File: config.mk
export PLATFORM = sky130hd
export DESIGN_NAME = nvrb_top
export DESIGN_NICKNAME = d
export VERILOG_FILES = /design/src/rtl/nvrb_pkg.sv /design/src/rtl/nvrb_cmd_split.sv /design/src/rtl/nvrb_buf_table.sv /design/src/rtl/nvrb_top.sv
export SDC_FILE = /design/constraint.sdc
export NUM_CORES = 1
export LEC_CHECK = 0
export BUFFER_PORTS_ARGS = -buffer_cell sky130_fd_sc_hd__buf_2
export CORE_MARGIN = 2
export CORE_UTILIZATION = 55
export DETAILED_ROUTE_END_ITERATION = 6
export GPL_ROUTABILITY_DRIVEN = 1
export PLACE_DENSITY = 0.76
export SKIP_CTS_REPAIR_TIMING = 1
export SLEW_MARGIN = 30
export SYNTH_ARGS = -nofsm -noshare
export SYNTH_HDL_FRONTEND = slang
export SYNTH_HIERARCHICAL = 1
export SYNTH_SLANG_ARGS = --single-unit
File: constraint.sdc
create_clock -name clk -period 3.7 [get_ports clk]
set_clock_uncertainty 0.1 [all_clocks]
set_input_delay 0 -clock clk [delete_from_list [all_inputs] [get_ports clk]]
set_output_delay 0 -clock clk [all_outputs]
set_load 0.05 [all_outputs]
File: src/rtl/nvrb_pkg.sv
`timescale 1ns/1ps
package nvrb_pkg;
    localparam int ADDR_W   = 33;
    localparam int COL_W    = 12;
    localparam int BA_W     = 3;
    localparam int NBUF     = 8;
    localparam int HI_W     = 13;
    localparam int LO_W     = 15;
    localparam int MIN_LOG2 = 5;
    localparam int SEL_W    = 3;
    localparam int CA_W     = 10;

    typedef enum logic [2:0] {
        K_IDLE    = 3'd0,
        K_PREACT  = 3'd1,
        K_ACT     = 3'd2,
        K_READ    = 3'd3,
        K_WRITE   = 3'd4,
        K_REFRESH = 3'd5
    } kind_e;

    typedef struct packed {
        logic [BA_W-1:0]  idx;
        logic [HI_W-1:0]  hi;
        logic [LO_W-1:0]  lo;
        logic [COL_W-1:0] col;
    } fields_t;

    // Bits kept in an assembled row address for a given size select.
    function automatic logic [ADDR_W-1:0] row_keep(input logic [SEL_W-1:0] sel);
        logic [ADDR_W-1:0] low;
        low = (ADDR_W'(1) << (MIN_LOG2 + int'(sel))) - ADDR_W'(1);
        return ~low;
    endfunction

    // Bits kept in a byte offset for a given size select.
    function automatic logic [COL_W-1:0] col_keep(input logic [SEL_W-1:0] sel);
        logic [COL_W:0] span;
        span = ((COL_W+1)'(1) << (MIN_LOG2 + int'(sel))) - (COL_W+1)'(1);
        return span[COL_W-1:0];
    endfunction
endpackage

File: src/rtl/nvrb_cmd_split.sv
`timescale 1ns/1ps
module nvrb_cmd_split
    import nvrb_pkg::*;
#(
    parameter int FALL_W = CA_W
) (
    input  logic [9:2]        rise,
    input  logic [FALL_W-1:0] fall,
    input  logic              eight_bufs,
    output fields_t           fld
);
    always_comb begin
        fld.idx = {rise[7] & eight_bufs, rise[8], rise[9]};
        fld.hi  = {rise[6:4], fall};
        fld.lo  = {rise[6:2], fall};
        fld.col = {fall[9:1], rise[6:5], 1'b0};
    end
endmodule

File: src/rtl/nvrb_buf_table.sv
`timescale 1ns/1ps
module nvrb_buf_table
    import nvrb_pkg::*;
#(
    parameter int N_ENT = NBUF,
    parameter int IDX_W = BA_W,
    parameter int UP_W  = HI_W,
    parameter int ROW_W = ADDR_W
) (
    input  logic             clk,
    input  logic             rst,
    input  logic             hi_we,
    input  logic             row_we,
    input  logic [IDX_W-1:0] idx,
    input  logic [UP_W-1:0]  hi_wdata,
    input  logic [ROW_W-1:0] row_wdata,
    output logic [UP_W-1:0]  hi_rdata,
    output logic [ROW_W-1:0] row_rdata,
    output logic             row_valid
);
    logic [UP_W-1:0]  hi_q  [N_ENT];
    logic [ROW_W-1:0] row_q [N_ENT];
    logic [N_ENT-1:0] vld_q;

    for (genvar g = 0; g < N_ENT; g++) begin : g_ent
        always_ff @(posedge clk) begin
            if (rst) begin
                hi_q[g]  <= '0;
                row_q[g] <= '0;
                vld_q[g] <= 1'b0;
            end else if (int'(idx) == g) begin
                if (hi_we)
                    hi_q[g] <= hi_wdata;
                if (row_we) begin
                    row_q[g] <= row_wdata;
                    vld_q[g] <= 1'b1;
                end
            end
        end
    end

    assign hi_rdata  = hi_q[idx];
    assign row_rdata = row_q[idx];
    assign row_valid = vld_q[idx];
endmodule

File: src/rtl/nvrb_top.sv
`timescale 1ns/1ps
module nvrb_top
    import nvrb_pkg::*;
(
    input  logic              clk,
    input  logic              rst,
    input  logic [2:0]        cmd_kind,
    input  logic [9:2]        cmd_rise,
    input  logic [CA_W-1:0]   cmd_fall,
    input  logic [SEL_W-1:0]  cfg_row_sel,
    input  logic              cfg_eight_bufs,
    output logic              load_vld,
    output logic [BA_W-1:0]   load_buf,
    output logic [ADDR_W-1:0] load_addr,
    output logic              rd_vld,
    output logic [BA_W-1:0]   rd_buf,
    output logic [ADDR_W-1:0] rd_row,
    output logic [COL_W-1:0]  rd_byte,
    output logic              rd_err,
    output logic              wr_err
);
    fields_t           fld;
    logic [HI_W-1:0]   hi_rd;
    logic [ADDR_W-1:0] row_rd;
    logic              row_ok;
    logic [ADDR_W-1:0] act_addr;
    logic              is_pre, is_act, is_rd, is_wr;

    always_comb begin
        is_pre = (cmd_kind == K_PREACT);
        is_act = (cmd_kind == K_ACT);
        is_rd  = (cmd_kind == K_READ);
        is_wr  = (cmd_kind == K_WRITE);
    end

    nvrb_cmd_split #(.FALL_W(CA_W)) u_split (
        .rise       (cmd_rise),
        .fall       (cmd_fall),
        .eight_bufs (cfg_eight_bufs),
        .fld        (fld)
    );

    assign act_addr = {hi_rd, fld.lo, {MIN_LOG2{1'b0}}} & row_keep(cfg_row_sel);

    nvrb_buf_table #(
        .N_ENT (NBUF),
        .IDX_W (BA_W),
        .UP_W  (HI_W),
        .ROW_W (ADDR_W)
    ) u_table (
        .clk       (clk),
        .rst       (rst),
        .hi_we     (is_pre),
        .row_we    (is_act),
        .idx       (fld.idx),
        .hi_wdata  (fld.hi),
        .row_wdata (act_addr),
        .hi_rdata  (hi_rd),
        .row_rdata (row_rd),
        .row_valid (row_ok)
    );

    always_ff @(posedge clk) begin
        if (rst) begin
            load_vld  <= 1'b0;
            load_buf  <= '0;
            load_addr <= '0;
            rd_vld    <= 1'b0;
            rd_buf    <= '0;
            rd_row    <= '0;
            rd_byte   <= '0;
            rd_err    <= 1'b0;
            wr_err    <= 1'b0;
        end else begin
            load_vld <= is_act;
            rd_vld   <= is_rd;
            rd_err   <= is_rd & ~row_ok;
            wr_err   <= is_wr;
            if (is_act) begin
                load_buf  <= fld.idx;
                load_addr <= act_addr;
            end
            if (is_rd) begin
                rd_buf  <= fld.idx;
                rd_row  <= row_ok ? row_rd : '0;
                rd_byte <= fld.col & col_keep(cfg_row_sel);
            end
        end
    end
endmodule

# ---- Word level (Yosys, flattened, before mapping)
# Memory sizes are Yosys's and may differ from the RTL's.
# Index checks and enable logic that the tools add are counted.
# W data, S select, Z words.
dict set report totals {
  elab_cells 138
  memories 2
  output_inout_bits 88
  reg_bits 96
  ram_bits 368
  input_bits 27
}
dict set report classes {
  n_reduce_logical 9
  bitwise_logic 22
  n_mux 71
  eq_ne 11
  n_addsub 3
  shifts 2
  order_cmp 1
}
# name words width rd rd_ports_with_merged_regs write_ports line_no
set memory_table {}
lappend memory_table {u_table.row_q 8 33 1 0 8 nvrb_buf_table.sv:22} ;# logic [ROW_W-1:0] row_q [N_ENT];
lappend memory_table {u_table.hi_q 8 13 1 0 8 nvrb_buf_table.sv:21} ;# logic [UP_W-1:0] hi_q [N_ENT];
# operator count
set op_table {}
lappend op_table {{$mux W33} 9}
lappend op_table {{$mux W13} 8}
lappend op_table {{$mux W1} 53}
lappend op_table {{$and A33 B33 Y33} 1}
lappend op_table {{$not A33 Y33} 1}
lappend op_table {{$shl A1 B32 Y33 const A} 1}
lappend op_table {{$sub A33 B2 Y33 const B} 1}
lappend op_table {{$or A1 B1 Y1} 16}
lappend op_table {{$reduce_and A2 Y1} 8}
lappend op_table {{$eq A3 B3 Y1 const B} 5}
lappend op_table {{$and A12 B12 Y12} 1}
lappend op_table {{$eq A3 B2 Y1 const B} 4}
lappend op_table {{$shl A1 B4 Y12 const A} 1}
lappend op_table {{$sub A12 B2 Y12 const B} 1}
lappend op_table {{$eq A3 B1 Y1 const B} 2}
lappend op_table {{$add A3 B3 Y4 const A} 1}
lappend op_table {{$lt A3 B4 Y1 const B} 1}
lappend op_table {{$bmux W1 S3} 1}
lappend op_table {{$logic_not A3 Y1} 1}
lappend op_table {{$and A1 B1 Y1} 2}
lappend op_table {{$not A1 Y1} 1}

# ---- Depth between registers and ports, before layout
# Gate-level depths: netlist (run 1).
dict set report logic_depth {
  depth_word 6
  ltp_mapped 10
  mapped_depth_nobuf 7
}

# ---- By module
# Netlist (run 1), hierarchy kept.
# mod cells_per_inst n_inst seq_area_each_um2 area_per_inst_um2
set by_module_without_submodules {}
lappend by_module_without_submodules {nvrb_buf_table 1201 1 11210.8 17143.9}
lappend by_module_without_submodules {nvrb_top 338 1 1661.6 3108.0}
lappend by_module_without_submodules {nvrb_cmd_split 44 1 0.0 325.3}

# ---- Worst setup path before layout (run 1)
# OpenSTA, ideal clock, no wires.
dict set report synth_timing {
  path_type {input port to flip-flop}
  start {in cmd_rise[7] in the netlist's numbering}
  end {mem u_table/row_q[2][0] in the netlist's numbering, enable pin}
  cell_stages 6
  setup_slack_ps -140
  path_buffers 3
  setup_time_ps 469
  t_arrival_ps 3271
  required_time_ps 3131
  path_cell_list {and2_1 -> buf_4 -> or2_1 -> buf_4 -> buf_2 -> o21ai_0}
}
# element line_no
set synth_rtl {}
lappend synth_rtl {{from (decl)} nvrb_top.sv:8} ;# input logic [9:2] cmd_rise,
lappend synth_rtl {{to (decl)} nvrb_buf_table.sv:22}

==> results of run 1 <==
-- layer usage --
layer / track usage [%] / share of wire (%) / vias to the layer above
met3: 5.17 / 11 / 145
met1: 38.4 / 40 / 6639
met2: 44.7 / 47 / 815
met4: 10.1 / 3.3 / 0
met5: 0 / 0 / -
li1: - / - / 5853
-- logic make-up after synthesis --
logic type	after synthesis	synth area share [%]
adders and majority gates	2	0.122
AOI/OAI and AO/OA	235	8.01
other	3	0.0547
muxes	138	7.71
buffers and inverters	178	5.37
and+or+nand+nor	568	16.2
DFF	459	62.6
-- where the power goes --
part | internal, mW | switching, mW | total, mW
sequential | 5.78 | 0.0659 | 5.85
combinational | 0.297 | 0.653 | 0.951
clock | 2.65 | 1.94 | 4.59
total | 8.73 | 2.66 | 11.4
-- worst max-delay path by stage --
stage	start	end	slack (ns)	cells after the start
after CTS	cmd_rise[9]	u_table/row_q[2][26]	1.35	7
after floorplan	cmd_kind[2]	u_table/row_q[3][0]	-0.05	6
after detailed placement	cmd_rise[9]	u_table/row_q[2][26]	0.78	7
after global routing	cmd_kind[2]	u_table/row_q[5][7]	0.56	9
final	cmd_kind[2]	u_table/row_q[0][13]	0.57	8
after global placement	cmd_rise[7]	rd_row[3]	0.76	9
-- cells in the final DEF (no fill, tap or decap), drive strengths merged, types with 2 or more instances in the layout --
cell	n
dfxtp	91
edfxtp	368
nor3	7
a32o	2
clkinv	21
buf	162
and3	5
or3b	4
o22ai	81
a221oi	22
a21o	9
diode	2
a22o	33
or2	2
conb	50
nand2b	6
inv	7
and2	377
nor2	36
o2bb2ai	6
o21ai	14
mux4	6
dlygate4sd3	33
mux2i	28
bufinv	3
nor3b	2
ha	2
nand3b	8
mux2	104
nor2b	6
clkinvlp	3
nand3	15
a21oi	41
nand2	96
clkbuf	62
a211oi	22
-- flip-flops by register name (all words and copies together), names as in the netlist --
name	flops
rd_row	33
u_table/row_q	264
rd_vld	1
rd_err	1
rd_buf	3
rd_byte	12
load_vld	1
wr_err	1
load_buf	3
u_table/vld_q	8
load_addr	28
u_table/hi_q	104
-- critical path: cells and delay by family --
| kind | cells | cell delay, ns |
|---|---|---|
| AND/OR/NAND/NOR | 4 | 1.96 |
| buffers and inverters | 4 | 1.46 |
-- final cells by class --
cell class | instances | area (sq um) | area share [%]
sequential | 459 | 12900 | 55.6
multi-input combinational | 993 | 6840 | 29.5
timing repair buffer | 197 | 1330 | 5.73
clock buffer | 60 | 1280 | 5.51
tap | 468 | 586 | 2.53
clock inverter | 28 | 224 | 0.967
inverter | 6 | 22.5 | 0.0973
antenna | 2 | 5.00 | 0.0216
==> summary by stage, run 1 <==
Min path
The startpoint identified for the worst hold timing path is cmd_rise[7]. The hold path depth is 4. The path class of the tightest hold or removal check is primary input to flop.

The path with the worst hold slack has its endpoint at rd_buf[2].

Yosys
By area the synthesized netlist is led by sky130_fd_sc_hd__edfxtp_1, sky130_fd_sc_hd__and2_1, sky130_fd_sc_hd__dfxtp_1, sky130_fd_sc_hd__mux2_2, sky130_fd_sc_hd__o22ai_1. After synthesis the cells add up to 20600 sq um. The synthesized design contains 368 enable-type register cells. The number of instances in the synthesized netlist is 1583. The Yosys warning count is 6. The number of different library cells used by synthesis comes to 57. Dividing the synthesized area by the synthesized cell count gives 13.0 sq um. The most used flip-flop cell after synthesis is sky130_fd_sc_hd__edfxtp_1. The fraction of the yosys area taken by sequential cells is 62.6%. In the synthesized netlist the async set-or-reset flop fraction comes to 0%. The area fraction of the dominant cell type after synthesis is 53.7%. The leading area contributor after synthesis is sky130_fd_sc_hd__edfxtp_1. In the synthesized netlist, the cells that appear most often are sky130_fd_sc_hd__and2_1, sky130_fd_sc_hd__edfxtp_1, sky130_fd_sc_hd__mux2_2. The number of synthesized register bits is 459. The most common cell in the netlist is sky130_fd_sc_hd__and2_1.

CTS
The clock latency reported for the late side of the worst-skew pair is 0.56 ns. The clock drives 459 sinks. In this run the number of H-tree levels came out at 2. Clock tree synthesis selected as its root buffer the cell sky130_fd_sc_hd__clkbuf_16. Clock-pin slew was measured on the worst setup and hold paths at 0.06 ns. TritonCTS built the clock tree. The clock tree buffer depth is 3. In this run, CTS created clock tree buffers numbering 47.

Global routing
After global routing the overflow that remains totals 0. The initial antenna violation count is 1. Entering global routing, the biggest net connects 49 pins.

The number of global-route vias before repair is 13076. The global-route usage over all layers is 27.9%. The first global-routing pass estimated 80700 um of wire.

STA
Timing would allow up to 0.320 GHz. The final-layout worst hold slack is 0.00977 ns. For the finished layout, the period the worst path requires is 3.13 ns. The number of hold violations in the final report is 0. In the post-route analysis, the smallest setup slack over all paths is 0.573 ns. Setup repair after global routing left no endpoint under its margin. The relative slew slack is 29.2%. In the finished design, the share of the clock period the worst path needs comes to 84.5%. Setup violations remaining at the end of the flow were counted as 0. At the pin with the least slew margin, the transition time is 1.06 ns. The final number of max-transition violations is 0. The final sum of negative setup slack is 0 ns.

Drt
Once detail routing completed, the nets flagged for antenna violations numbered 0. The via count is 13452. The wire length per cell after detailed routing is 24.7 um.

After detailed routing, the number of vias per cell comes to 6.08. The final layout contains routed wiring with a total length of 54700 um. After detailed routing, the number of remaining DRC violations is 0.

The number of detailed-route iterations in the first pass is 5. For this block, the initial DRC count from the detailed router was 1531.

Critical path
The category of the critical setup timing path is primary input to flop. The worst register-to-register path has a setup slack of 1.50 ns. The critical path goes through dlygate4sd3_1, buf_2, or3b_1, dlygate4sd3_1, inv_2, or3b_4, nor2_4, and2_1. The largest individual stage delay along the critical path comes from the cell sky130_fd_sc_hd__nor2_4. The maximum fanout count along the critical path is 32. The largest single stage delay on the critical path is 0.82 ns. The critical path startpoint category is a primary input. The most frequent cell on the critical path is sky130_fd_sc_hd__dlygate4sd3_1. The required time at the worst-slack endpoint is 4.01 ns. The worst endpoint data arrival time is 3.43 ns. The capturing point of the worst reg2reg path is rd_row[3].

The endpoint kind of the worst setup timing path is a flop. The reg-to-reg startpoint is u_table/vld_q[7]. The logic depth of the worst register-to-register path is 6.

Floorplanning
The initial utilization of the core area, before any placement, comes to 56.1%. The core outline area is 36700 sq um. The die height is 197 um.

The count of pins on the block boundary is 115. The full die area is 39000 sq um. Measured along the x axis, the die boundary spans 197 um. Row generation in the floorplan step produced 70 rows.

Finish
The share of layout cells above drive strength 1 is 22.4%. The post-layout instance count excluding filler cells is 2213. After routing the design area is 23100 sq um. The synthesis-to-layout area growth is 12.5%. The final net count is 1733. Counting the fill cells in the layout gives 2669. The share of the core filled with cells in the final layout is 63.1%.

Pwr
Overall power consumption after layout is estimated at 11.4 mW. The analysis attributes to cell leakage a power of 8.83 nW. The largest voltage drop on the vdd net is 0.000376 V. The areal power density over the cells is 492 nW/um^2.

Placed design
The worst setup slack after placement is 0.780 ns. The weighted congestion reported at the end of routability-driven placement is 0.901. Once placement completed, the tool counted placed cells totaling 2088. The placed instance area is 21300 sq um.

The placed wire-length estimate is 33700 um. The quantity of I/O buffers inserted on ports is 109.

Run status
The run finished with clean final reports.

Flow run
The number of max-capacitance violations reported is 0.
Power figures use the tool's default switching activity.
==> run 2: changes to the inputs <==
--- a/config.mk
+++ b/config.mk
@@ -10,7 +10,7 @@
 export CORE_UTILIZATION = 55
 export DETAILED_ROUTE_END_ITERATION = 6
 export GPL_ROUTABILITY_DRIVEN = 1
-export PLACE_DENSITY = 0.76
+export PLACE_DENSITY = 0.73
 export SKIP_CTS_REPAIR_TIMING = 1
 export SLEW_MARGIN = 30
 export SYNTH_ARGS = -nofsm -noshare
==> constraint.sdc (replaced) <==
create_clock -name clk -period 3.3 [get_ports clk]
set_clock_uncertainty 0.1 [all_clocks]
set_input_delay 0 -clock clk [delete_from_list [all_inputs] [get_ports clk]]
set_output_delay 0 -clock clk [all_outputs]
set_load 0.05 [all_outputs]
==> run 2 against run 1 <==
  * Worst setup slack improved by 0.034 ns
  * Final area rose by 0.26%
  * Cell count fell by 0.59%
  * Core utilization rose by 0.16 points
  * The flow now finishes with violations (negative hold slack)
  * Non-clock buffer count fell by 11
  * Largest power group unchanged
==> summary by stage, run 2 (synthesis results as in run 1) <==
Pwr
In this run the power density over the cells is 561 nW/um^2. The static power due to leakage is 8.88 nW. The largest voltage drop on the vdd net is 0.000428 V.

Finish
Relative to the synthesized area, the layout overhead comes to 12.8%. The top cell types in the final layout, fill and taps aside, are sky130_fd_sc_hd__and2_1, sky130_fd_sc_hd__edfxtp_1, sky130_fd_sc_hd__buf_2. The flip-flop count of the largest register after layout is 264. The most common cell after layout, fill and taps aside is sky130_fd_sc_hd__and2_1. The filler cell count in the final layout is 2659. The most flop-heavy register is u_table/row_q. The share of layout cells above drive strength 1 is 22.6%. The footprint of the flip-flops and latches is 12900 sq um. The largest registers in the layout are u_table/row_q (264), u_table/hi_q (104), rd_row (33).

The multi-input combinational cells in the finished layout cover a total of 6840 sq um. After the last flow step, the layout net total stands at 1722. Summing all non-filler instances in the final layout gives an area of 23200 sq um.

Placed design
The weighted congestion reported at the end of routability-driven placement is 0.821. The wire-length estimate of the detail-placed layout is 32400 um. Input and output buffers added on the ports amount to 109. Summing all placed instances gives a cell area of 21300 sq um.

Min path
The worst-case hold path end point is load_addr[15]. In this run the worst hold path is classified as primary input to flop. The worst hold path passes through 4 cells. The startpoint of the most critical hold path is cmd_rise[2].

CTS
The clock latency reported for the late side of the worst-skew pair is 0.56 ns. The tree is rooted in a sky130_fd_sc_hd__clkbuf_16. Counting the buffers created by CTS gives 47. The number of levels the H-tree was split into is 2.

The longest clock path from root to sink contains 3 buffers. TritonCTS built the clock tree. The tree built by TritonCTS fans out to 459 sinks. After clock tree synthesis, the clock-pin slew on the worst setup and hold paths is 0.06 ns.

Global routing
Entering global routing, the biggest net connects 61 pins. The global-route usage over all layers is 28.2%. The layer carrying the most global-route usage is met2.

The number of global-route vias before repair is 13231. For met1 alone, demand over resource in global routing was 38.3%. For this run, global-route usage on met2 was measured as 44.4%. The total overflow left after global routing is 0.

In the global route stage, met3 resource usage came out at 6.69%. The first-pass GRT wire length is 81300 um. The initial antenna violation count came to 0.

Critical path
The cell type of the slowest stage on the worst timing path is sky130_fd_sc_hd__a221oi_1. The setup check on the worst reg-to-reg path leaves a slack of 1.33 ns. The endpoint kind of the worst setup timing path is a flop. The capturing point of the worst reg2reg path is u_table/row_q[2][27]. The largest delay contributor family on the critical path is buffers and inverters. Data on the critical path is required at its endpoint by 3.61 ns. On the worst path, the slowest cell contributes a delay of 0.84 ns. The signal on the critical path passes through dlygate4sd3_1, buf_6, or3b_2, o22ai_1, a221oi_1, and2_1. Of all nets on the critical path, the largest fanout is 60. The number of buffers and inverters on the critical path is 2. The worst setup path is of the primary input to flop kind. The critical path startpoint category is a primary input. Data on the critical path arrives at its endpoint at 3.01 ns. The worst register-to-register path has a depth of 4. The reg-to-reg startpoint is u_table/hi_q[7][7].

STA
The number of hold violations in the final report was 1. The final sum of negative setup slack is 0 ns. Setup violations remaining at the end of the flow were counted as 0. The final worst-path cycle share is 81.6%.

Measured against its own limit, the worst slew margin works out to 32.1%. Setup repair after global routing left no endpoint under its margin. Based on the critical path, the design can be clocked at up to 0.371 GHz. Across all hold checks on the routed design, the worst slack comes to -0.00164 ns. The final number of max-transition violations is 0.

Counting I/O delays and the setup requirement, the final critical path takes 2.69 ns. For the pin with the worst max-slew slack, the measured transition is 1.02 ns.

Flow run
Max-cap violations in this run came to 0.

Drt
Once detail routing completed, the nets flagged for antenna violations numbered 0. For this run, the detailed router's first-pass iteration total came to 7. The via count is 13089.

The detailed router finished its first iteration with 1254 violations. The wire length reported by the detailed router is 53900 um. Using the TritonRoute via totals, the vias-per-cell ratio works out to 5.95.

The wire length per cell after detailed routing is 24.5 um. The DRC violation count after routing is 0.

Run status
The checks that failed: negative hold slack. The flow ran to the end, but the final reports show violations.

Floorplanning
The die covers 39000 sq um. The number of cell rows is 70. The count of pins on the block boundary is 115. The floorplan step set the die width to 197 um. The total area inside the core boundary comes to 36700 sq um. The initial standard-cell utilization of the core is 56.1%. Measured along the y axis, the die boundary spans 197 um.
## run 2: worst min-delay path, delay by kind of cell
family,cells,cell delay (ns)
buffers and inverters,1,0.09
AND/OR/NAND/NOR,2,0.46
AO/OA/AOI/OAI,1,0.06
## run 2: how the worst max path moves through the flow
| stage | startpoint | endpoint | cells past startpoint |
|---|---|---|---|
| 2_1_floorplan | cmd_kind[2] | u_table/row_q[3][0] | 6 |
| 3_3_place_gp | cmd_rise[7] | u_table/row_q[6][31] | 7 |
| 3_5_place_dp | cmd_rise[7] | u_table/row_q[1][31] | 7 |
| 4_1_cts | cmd_rise[7] | u_table/row_q[1][31] | 7 |
| 5_1_grt | cmd_rise[8] | u_table/row_q[0][31] | 7 |
| 6_report | cmd_rise[8] | u_table/row_q[2][27] | 6 |
## run 2: metrics by stage
step / setup slack (ns) / power, mW / cells / hold slack [ns] / util, %
2_1_floorplan: -0.454 / 7.35 / 1630 / -0.0233 / -
3_3_place_gp: 0.529 / 7.65 / 2083 / 0.115 / 58.1
3_5_place_dp: 0.536 / 7.68 / 2084 / 0.131 / 58.1
4_1_cts: 1.13 / 13.0 / 2171 / -0.452 / 62.5
5_1_grt: 0.459 / 13.4 / 2199 / 0.0246 / 63.2
6_report: 0.607 / 13.0 / 2200 / -0.00164 / 63.2
## run 2: final cells by class
type                            count  share of cell area, %
Clock inverter                     14                  0.523
Antenna cell                        1                 0.0108
Sequential cell                   459                   55.5
Multi-Input combinational cell    993                   29.5
Inverter                            6                 0.0970
Clock buffer                       73                   6.38
Tap cell                          468                   2.52
Timing Repair Buffer              186                   5.54
## run 2: routing by layer
metal	share of wire [%]	wire [um]	vias up
met5	0	0	-
met4	3.2	1740	0
met3	9.4	5050	120
met2	46	24900	665
met1	41	22200	6475
li1	-	-	5829
## run 2: power breakdown
part	internal [mW]	total (mW)	switching [mW]
Clock	3.24	5.41	2.17
Combinational	0.333	1.06	0.724
Sequential	6.48	6.55	0.0707
Total	10.1	13.0	2.97
